[config.mk]
export PLATFORM = sky130hd
export DESIGN_NAME = link_codec
export DESIGN_NICKNAME = d
export VERILOG_FILES = /design/src/rtl/lc_pkg.sv /design/src/rtl/lc_secded_enc.sv /design/src/rtl/lc_secded_dec.sv /design/src/rtl/lc_shuffle.sv /design/src/rtl/link_codec.sv
export SDC_FILE = /design/constraint.sdc
export NUM_CORES = 1
export LEC_CHECK = 0
export BUFFER_PORTS_ARGS = -buffer_cell sky130_fd_sc_hd__buf_2
export CORE_AREA = 2 2 214 216
export DETAILED_ROUTE_END_ITERATION = 8
export DIE_AREA = 0 0 216 218
export PLACE_DENSITY_LB_ADDON = 0.08
export SYNTH_ARGS = -nofsm -noshare
export SYNTH_HDL_FRONTEND = slang
export SYNTH_SLANG_ARGS = --single-unit
[constraint.sdc]
create_clock -name vclk -period 2.59
set_clock_uncertainty 0.05 [all_clocks]
set_input_delay 0.1295 -clock vclk [all_inputs]
set_output_delay 0.1295 -clock vclk [all_outputs]
set_load 0.02 [all_outputs]
[src/rtl/lc_pkg.sv]
package lc_pkg;

  function automatic bit is_pow2(int q);
    return (q > 0) && ((q & (q - 1)) == 0);
  endfunction

  // check bits needed so that 2^r covers k data + r check positions
  function automatic int parity_bits(int k);
    int r;
    r = 1;
    while ((1 << r) < k + r + 1) r++;
    return r;
  endfunction

  function automatic int secded_n(int k);
    return k + parity_bits(k) + 1;
  endfunction

  function automatic int seg_k(int s, int h, int hk, int pk);
    return (s < h) ? hk : pk;
  endfunction

  function automatic int seg_n(int s, int h, int hk, int pk);
    return secded_n(seg_k(s, h, hk, pk));
  endfunction

  function automatic int seg_doff(int s, int h, int hk, int pk);
    return (s < h) ? s * hk : h * hk + (s - h) * pk;
  endfunction

  function automatic int seg_coff(int s, int h, int hk, int pk);
    return (s < h) ? s * secded_n(hk) : h * secded_n(hk) + (s - h) * secded_n(pk);
  endfunction

  // round-robin slot of coded bit j of segment s
  function automatic int link_idx(int s, int j, int nseg, int h, int hk, int pk);
    int idx;
    idx = 0;
    for (int t = 0; t < j; t++)
      for (int u = 0; u < nseg; u++)
        if (seg_n(u, h, hk, pk) > t) idx++;
    for (int u = 0; u < s; u++)
      if (seg_n(u, h, hk, pk) > j) idx++;
    return idx;
  endfunction

endpackage

[src/rtl/lc_secded_enc.sv]
module lc_secded_enc import lc_pkg::*; #(
  parameter int K = 16,
  localparam int R = parity_bits(K),
  localparam int N = K + R + 1
) (
  input  logic [K-1:0] data_i,
  output logic [N-1:0] code_o
);

  logic [N-1:0] body;
  logic [N-1:0] cw;

  assign body[0] = 1'b0;
  for (genvar q = 1; q < N; q++) begin : g_pos
    if (is_pow2(q)) begin : g_chk
      assign body[q] = 1'b0;
    end else begin : g_dat
      localparam int DI = q - 1 - $clog2(q + 1);
      assign body[q] = data_i[DI];
    end
  end

  always_comb begin : p_enc
    logic par;
    cw = body;
    for (int p = 0; p < R; p++) begin
      par = 1'b0;
      for (int q = 1; q < N; q++)
        if (q[p]) par ^= body[q];
      cw[1 << p] = par;
    end
    cw[0] = ^cw[N-1:1];
  end

  assign code_o = cw;

  // independent recheck of the emitted word
  logic [R-1:0] chk_syn;
  always_comb begin
    chk_syn = '0;
    for (int p = 0; p < R; p++)
      for (int q = 1; q < N; q++)
        if (q[p]) chk_syn[p] ^= code_o[q];
  end

  always_comb begin
    assert_code_valid_R2: assert (chk_syn == '0 && (^code_o) == 1'b0);
  end

endmodule

[src/rtl/lc_secded_dec.sv]
module lc_secded_dec import lc_pkg::*; #(
  parameter int K = 16,
  localparam int R = parity_bits(K),
  localparam int N = K + R + 1
) (
  input  logic [N-1:0] code_i,
  output logic [K-1:0] data_o,
  output logic         sec_o,
  output logic         ded_o
);

  logic [R-1:0] syn;
  logic         ovf;
  logic [N-1:0] fixed;
  logic         sec_q, ded_q;

  always_comb begin
    syn = '0;
    for (int p = 0; p < R; p++)
      for (int q = 1; q < N; q++)
        if (q[p]) syn[p] ^= code_i[q];
    ovf   = ^code_i;
    fixed = code_i;
    sec_q = 1'b0;
    ded_q = 1'b0;
    if (syn != '0) begin
      if (!ovf) begin
        ded_q = 1'b1;
      end else if (int'(syn) < N) begin
        sec_q = 1'b1;
        fixed[syn] = ~fixed[syn];
      end else begin
        ded_q = 1'b1;  // syndrome points outside the segment
      end
    end else if (ovf) begin
      sec_q = 1'b1;    // overall parity bit itself flipped
      fixed[0] = ~fixed[0];
    end
  end

  for (genvar q = 3; q < N; q++) begin : g_out
    if (!is_pow2(q)) begin : g_dat
      localparam int DI = q - 1 - $clog2(q + 1);
      assign data_o[DI] = fixed[q];
    end
  end

  assign sec_o = sec_q;
  assign ded_o = ded_q;

  logic [R-1:0] fix_syn;
  always_comb begin
    fix_syn = '0;
    for (int p = 0; p < R; p++)
      for (int q = 1; q < N; q++)
        if (q[p]) fix_syn[p] ^= fixed[q];
  end

  always_comb begin
    assert_flag_excl_R6: assert (!(sec_q && ded_q));
    if (sec_q) begin
      assert_sec_clean_R4: assert (fix_syn == '0 && (^fixed) == 1'b0);
      assert_sec_onebit_R4: assert ($countones(fixed ^ code_i) == 1);
    end
    if (ded_q) begin
      assert_ded_raw_R6: assert (fixed == code_i);
    end
  end

endmodule

[src/rtl/lc_shuffle.sv]
module lc_shuffle import lc_pkg::*; #(
  parameter int HDR_SEGS = 2,
  parameter int PAY_SEGS = 5,
  parameter int HDR_K    = 17,
  parameter int PAY_K    = 16,
  parameter bit INVERSE  = 1'b0,
  localparam int NSEG = HDR_SEGS + PAY_SEGS,
  localparam int W    = HDR_SEGS * secded_n(HDR_K) + PAY_SEGS * secded_n(PAY_K)
) (
  input  logic [W-1:0] in_i,
  output logic [W-1:0] out_o
);

  for (genvar s = 0; s < NSEG; s++) begin : g_seg
    localparam int SN   = seg_n(s, HDR_SEGS, HDR_K, PAY_K);
    localparam int BASE = seg_coff(s, HDR_SEGS, HDR_K, PAY_K);
    for (genvar j = 0; j < SN; j++) begin : g_bit
      localparam int L = link_idx(s, j, NSEG, HDR_SEGS, HDR_K, PAY_K);
      if (INVERSE) begin : g_inv
        assign out_o[BASE+j] = in_i[L];
      end else begin : g_fwd
        assign out_o[L] = in_i[BASE+j];
      end
    end
  end

  always_comb begin
    assert_perm_R1: assert ($countones(in_i) == $countones(out_o));
  end

endmodule

[src/rtl/link_codec.sv]
module link_codec import lc_pkg::*; #(
  parameter int HDR_SEGS = 2,
  parameter int PAY_SEGS = 5,
  parameter int HDR_K    = 17,
  parameter int PAY_K    = 16,
  localparam int NSEG   = HDR_SEGS + PAY_SEGS,
  localparam int PKT_W  = HDR_SEGS * HDR_K + PAY_SEGS * PAY_K,
  localparam int LINK_W = HDR_SEGS * secded_n(HDR_K) + PAY_SEGS * secded_n(PAY_K)
) (
  input  logic [PKT_W-1:0]  pkt_i,
  output logic [LINK_W-1:0] link_o,
  input  logic [LINK_W-1:0] link_i,
  output logic [PKT_W-1:0]  pkt_o,
  output logic [NSEG-1:0]   sec_o,
  output logic [NSEG-1:0]   ded_o,
  output logic              ded_any_o
);

  logic [LINK_W-1:0] enc_flat;
  logic [LINK_W-1:0] dec_flat;

  for (genvar s = 0; s < NSEG; s++) begin : g_seg
    localparam int K    = seg_k(s, HDR_SEGS, HDR_K, PAY_K);
    localparam int N    = secded_n(K);
    localparam int DOFF = seg_doff(s, HDR_SEGS, HDR_K, PAY_K);
    localparam int COFF = seg_coff(s, HDR_SEGS, HDR_K, PAY_K);

    lc_secded_enc #(.K(K)) u_enc (
      .data_i (pkt_i[DOFF +: K]),
      .code_o (enc_flat[COFF +: N])
    );

    lc_secded_dec #(.K(K)) u_dec (
      .code_i (dec_flat[COFF +: N]),
      .data_o (pkt_o[DOFF +: K]),
      .sec_o  (sec_o[s]),
      .ded_o  (ded_o[s])
    );
  end

  lc_shuffle #(
    .HDR_SEGS(HDR_SEGS), .PAY_SEGS(PAY_SEGS), .HDR_K(HDR_K), .PAY_K(PAY_K), .INVERSE(1'b0)
  ) u_ilv (
    .in_i  (enc_flat),
    .out_o (link_o)
  );

  lc_shuffle #(
    .HDR_SEGS(HDR_SEGS), .PAY_SEGS(PAY_SEGS), .HDR_K(HDR_K), .PAY_K(PAY_K), .INVERSE(1'b1)
  ) u_dilv (
    .in_i  (link_i),
    .out_o (dec_flat)
  );

  assign ded_any_o = |ded_o;

endmodule

==> metrics.yaml, run 1 <==
max-slew-margin-rel_pct: 61.63
report.final.slew_viol_count: 0
final_common_cell: "buf_2"
pre_cts_slack_ns: -0.4505
powerDensity_nw_per_um2: 717.0
fp.dieH_um: 218
synthesis.nets: 1452
synthCells: 1182
fin_crit_ns: 2.672
crit_path_frequent_cell: "mux2_4"
post-route-drc-count: 0
arrival_ns: 2.49
required_ns: 2.41
netlist_area_sq_um: 9623
period_share_pct: 103.2
hp-start: "pkt_i[12]"
grt_first_pass_wirelength_um: 65690
tightest_slew_ns: 0.5755
critPathTopFamily: "XOR/XNOR gates"
die_area_sq_um: 47090
antenna_left: 0
hpwl_um: 39430
path_class: "in -> out"
design.core.area_sq_um: 44890
final.setup.worst_slack_ns: -0.08245
ir_drop_mv: 0.3532
wirelength_um: 45100
antenna_found_initial: 7
num_rows: 78
violations: "negative setup slack"
drtPass1Iterations: 4
drt_iter0_markers: 304
hold_class: "in -> out"
synth.distinct_cells: 70
power_leakage_nw: 7.641
grt_use_total_pct: 17.74
final_nets: 2180
hold-path-endpoint: "link_o[126]"
final_cell_mix: "buf_2, buf_4, xnor2_1"
initial_core_util_pct: 21.44
routed_via_density: 4.306
yosysSeqAreaShare_pct: 0
critPathMaxFanout: 6
yosysWarnings: 0
ios: 555
setup_viol: 44
hold_viol: 0
postSynthAreaPerCell_sq_um: 8.141
crit_chain: "buf_8 -> xor2_2 -> xnor3_2 -> xnor2_4 -> buf_12 -> mux2i_2 -> mux2_4 -> o21ai_4 -> nand4_4 -> mux2_4 -> buf_6"
timing.hold.ws_ns: 0.4528
finalWeightedCongestion: 0.8812
grt_setup_unrepaired: "yes"
fillCellCount: 4847
grt-ovfl-total: 0
vias: 10810
whs_path_depth: 2
design.seq.count: 0
die_x_um: 216
portBuffers: 555
grt_pass1_vias: 11260
cp_num_buf_inv: 3
slowest_delay_ns: 0.50
avgRoutedWirePerCell_um: 17.97
regArea_sq_um: 0
clock_buffers: 0
startpoint_type: "input port"
area_growth_pct: 72.07
endpoint_kind: "output pin"
cts_hold_buf: 0
grt_start_max_net_pins: 12
status: "finished, violations left"
max_freq_mhz: 374.2
drive_gt1_share_pct: 60.85
slowest_stage: "xnor3_2"
fin_util_pct: 36.88
drv_cap: 0
-- cells in the mapped netlist, drive strengths merged (3+ instances only) --
cell	n	area share, %
o22a	3	0.27
a22o	7	0.64
nand3	21	1.1
a31oi	17	1.1
buf	142	11
mux4	10	2.5
a211oi	6	0.57
o41ai	3	0.27
and3	6	0.39
mux2	68	8.3
mux2i	42	4.4
a21oi	30	1.6
xor2	98	9.5
and2	11	0.74
inv	12	0.47
nand3b	6	0.47
clkbuf	9	0.36
nor2b	6	0.39
o31ai	4	0.31
o2111ai	3	0.27
xnor2	378	36
or2	5	0.33
nor3b	8	0.73
xor3	4	0.99
nand2	96	3.7
nand4	10	0.78
o21ai	21	1.1
a22oi	3	0.23
nor3	19	0.99
or3	6	0.39
o21bai	3	0.23
nor2	70	2.7
nand2b	7	0.46
xnor3	20	4.7
a311oi	3	0.27
-- routing by layer --
layer,global-route usage [%],vias up,share of wire [%]
met5,0,-,0.11
met4,2.374,8,1.4
met3,1.729,36,4.4
met2,34.71,326,53
met1,21.18,5109,41
li1,-,5326,-
-- layout make-up --
cell class,count,area (sq um),area share [%]
Multi-Input combinational cell,1020,9889,59.72
Antenna cell,1,2.502,0.01511
Inverter,12,45.04,0.2720
Timing Repair Buffer,876,5871,35.45
Tap cell,600,750.7,4.534
-- logic make-up (layout without fill, tap and decap cells) --
logic type,count (synthesis),in the layout,synth area share (%)
adders and majority gates,2,2,0.2080
xor gates and xnor gates,500,500,50.67
muxes,120,120,15.13
buffers and inverters,163,888,11.92
and+or+nand+nor,278,279,13.80
other,0,1,0
AOI/OAI and AO/OA,119,119,8.270
-- where the power goes --
group          leakage [nW]  internal (mW)    total [mW]  switching [mW]
logic                  7.64           5.65          11.9            6.22
clock network    0.00000634   0.0000000521  0.0000000521               0
registers                 0              0             0               0
total                  7.64           5.65          11.9            6.22
-- metrics by stage --
step	power, mW	instance area (sq um)	TNS (ns)	instances
6_report	11.87	16560	-1.899	2509
5_1_grt	12.70	16560	-7.461	2509
4_1_cts	11.34	15590	-4.981	2495
3_5_place_dp	10.09	14210	-19.42	2461
3_3_place_gp	10.11	14210	-17.80	2461
2_1_floorplan	6.240	9668	-0.03217	1182
-- how the worst max path moves through the flow --
| stage | from | to | slack (ns) | cells after the start |
|---|---|---|---|---|
| after floorplan | link_i[51] | pkt_o[48] | -0.03 | 7 |
| after global placement | link_i[47] | ded_any_o | -0.46 | 10 |
| after detailed placement | link_i[47] | ded_any_o | -0.45 | 10 |
| after CTS | link_i[103] | pkt_o[96] | -0.22 | 12 |
| after global routing | link_i[78] | pkt_o[21] | -0.19 | 12 |
| final | link_i[47] | pkt_o[96] | -0.08 | 11 |
-- repair_timing --
item                       in CTS  in global routing
buffers inserted               32                 17
gates cloned                    5                  0
pin swaps                      70                 59
setup endpoints to repair      95                104
resized for setup             274                182
(Power assumes the default switching activity.)
==> run 2: changes to the inputs <==
- clock period: 2.59 -> 3.35 ns (I/O delays scaled with it)
==> metrics.yaml, run 2 (same netlist as run 1, synthesis figures left out) <==
status: "complete, no violations"
path_class: "in -> out"
setup_tns_ns: 0
grt_setup_unrepaired: "no"
ios: 555
setup_viol: 0
final_cell_mix: "buf_2, xnor2_1, nand2_1"
period_share_pct: 93.35
max_freq_mhz: 319.8
initial_core_util_pct: 21.44
fin_util_pct: 27.54
endpoint_kind: "output pin"
fin_crit_ns: 3.127
drive_gt1_share_pct: 43.09
avgRoutedWirePerCell_um: 18.29
max-slew-margin-rel_pct: 39.98
hpwl_um: 37140
ir_drop_mv: 0.2933
routed_via_density: 4.349
clock_buffers: 0
power_leakage_nw: 5.377
tightest_slew_ns: 0.8939
portBuffers: 555
antenna_found_initial: 5
drtPass1Iterations: 5
antenna_left: 0
drt_iter0_markers: 329
grt_first_pass_wirelength_um: 59580
required_ns: 3.13
hold_viol: 0
grt-ovfl-total: 0
fillCellCount: 5055
fp.dieH_um: 218
final.setup.worst_slack_ns: 0.2228
design.seq.count: 0
report.final.slew_viol_count: 0
powerDensity_nw_per_um2: 538.3
drv_cap: 0
critPathMaxFanout: 12
die_area_sq_um: 47090
design.core.area_sq_um: 44890
grt_pass1_vias: 9806
hold_class: "in -> out"
arrival_ns: 2.91
finalWeightedCongestion: 0.8759
final_common_cell: "buf_2"
grt_start_max_net_pins: 15
grt_use_total_pct: 16.10
pre_cts_slack_ns: 0.1586
die_x_um: 216
final_nets: 1899
regArea_sq_um: 0
startpoint_type: "input port"
area_growth_pct: 28.50
num_rows: 78
vias: 9695
post-route-drc-count: 0
wirelength_um: 40760
run 2: where the power goes:
part	total (mW)	switching [mW]	internal [mW]
Combinational	6.66	4.02	2.63
Clock	0.0000000802	0	0.0000000802
Sequential	0	0	0
Total	6.66	4.02	2.63
run 2: worst paths after layout:
check	startpoint	endpoint	slack, ns	cells past startpoint
setup / recovery	link_i[47]	pkt_o[97]	0.22	11
hold / removal	pkt_i[4]	link_o[63]	0.53	2
run 2: metrics by stage:
| stage | hold WS (ns) | cells | power [mW] | cell area [sq um] |
|---|---|---|---|---|
| floorplan | 0.3976 | 1182 | 4.795 | 9623 |
| global placement | 0.5313 | 2227 | 6.740 | 12360 |
| detailed placement | 0.5301 | 2227 | 6.704 | 12360 |
| CTS | 0.5308 | 2227 | 6.729 | 12360 |
| global route | 0.5325 | 2229 | 7.188 | 12370 |
| finish | 0.5300 | 2229 | 6.656 | 12370 |
run 2: layout make-up:
type / instances / area (sq um) / share of cell area [%]
well taps: 600 / 750.7 / 6.071
repair buffers: 596 / 3085 / 24.95
multi-input cells: 1019 / 8479 / 68.57
inverters: 12 / 45.04 / 0.3643
diodes: 2 / 5.005 / 0.04047
run 2: critical path: stages:
cell and delay (ns):
buf_2 0.13, xor2_1 0.27, xnor3_1 0.58, xnor2_4 0.28, buf_4 0.21, mux2i_1 0.08
mux2_4 0.27, o21ai_2 0.12, nand4_2 0.26, mux2_2 0.37, buf_2 0.16
run 2: timing repair:
action                     4_1_cts  5_1_grt
hold buffers                     0        0
setup buffers                    0        0
resized for setup                0        1
setup endpoints to repair        0        6
run 2: metal layers:
layer / vias to the layer above / GRT usage (%) / wire length [um]
li1: 4773 / - / -
met1: 4546 / 19.54 / 16990
met2: 332 / 30.42 / 20860
met3: 40 / 1.409 / 1755
met4: 4 / 3.858 / 1129
met5: - / 0 / 27
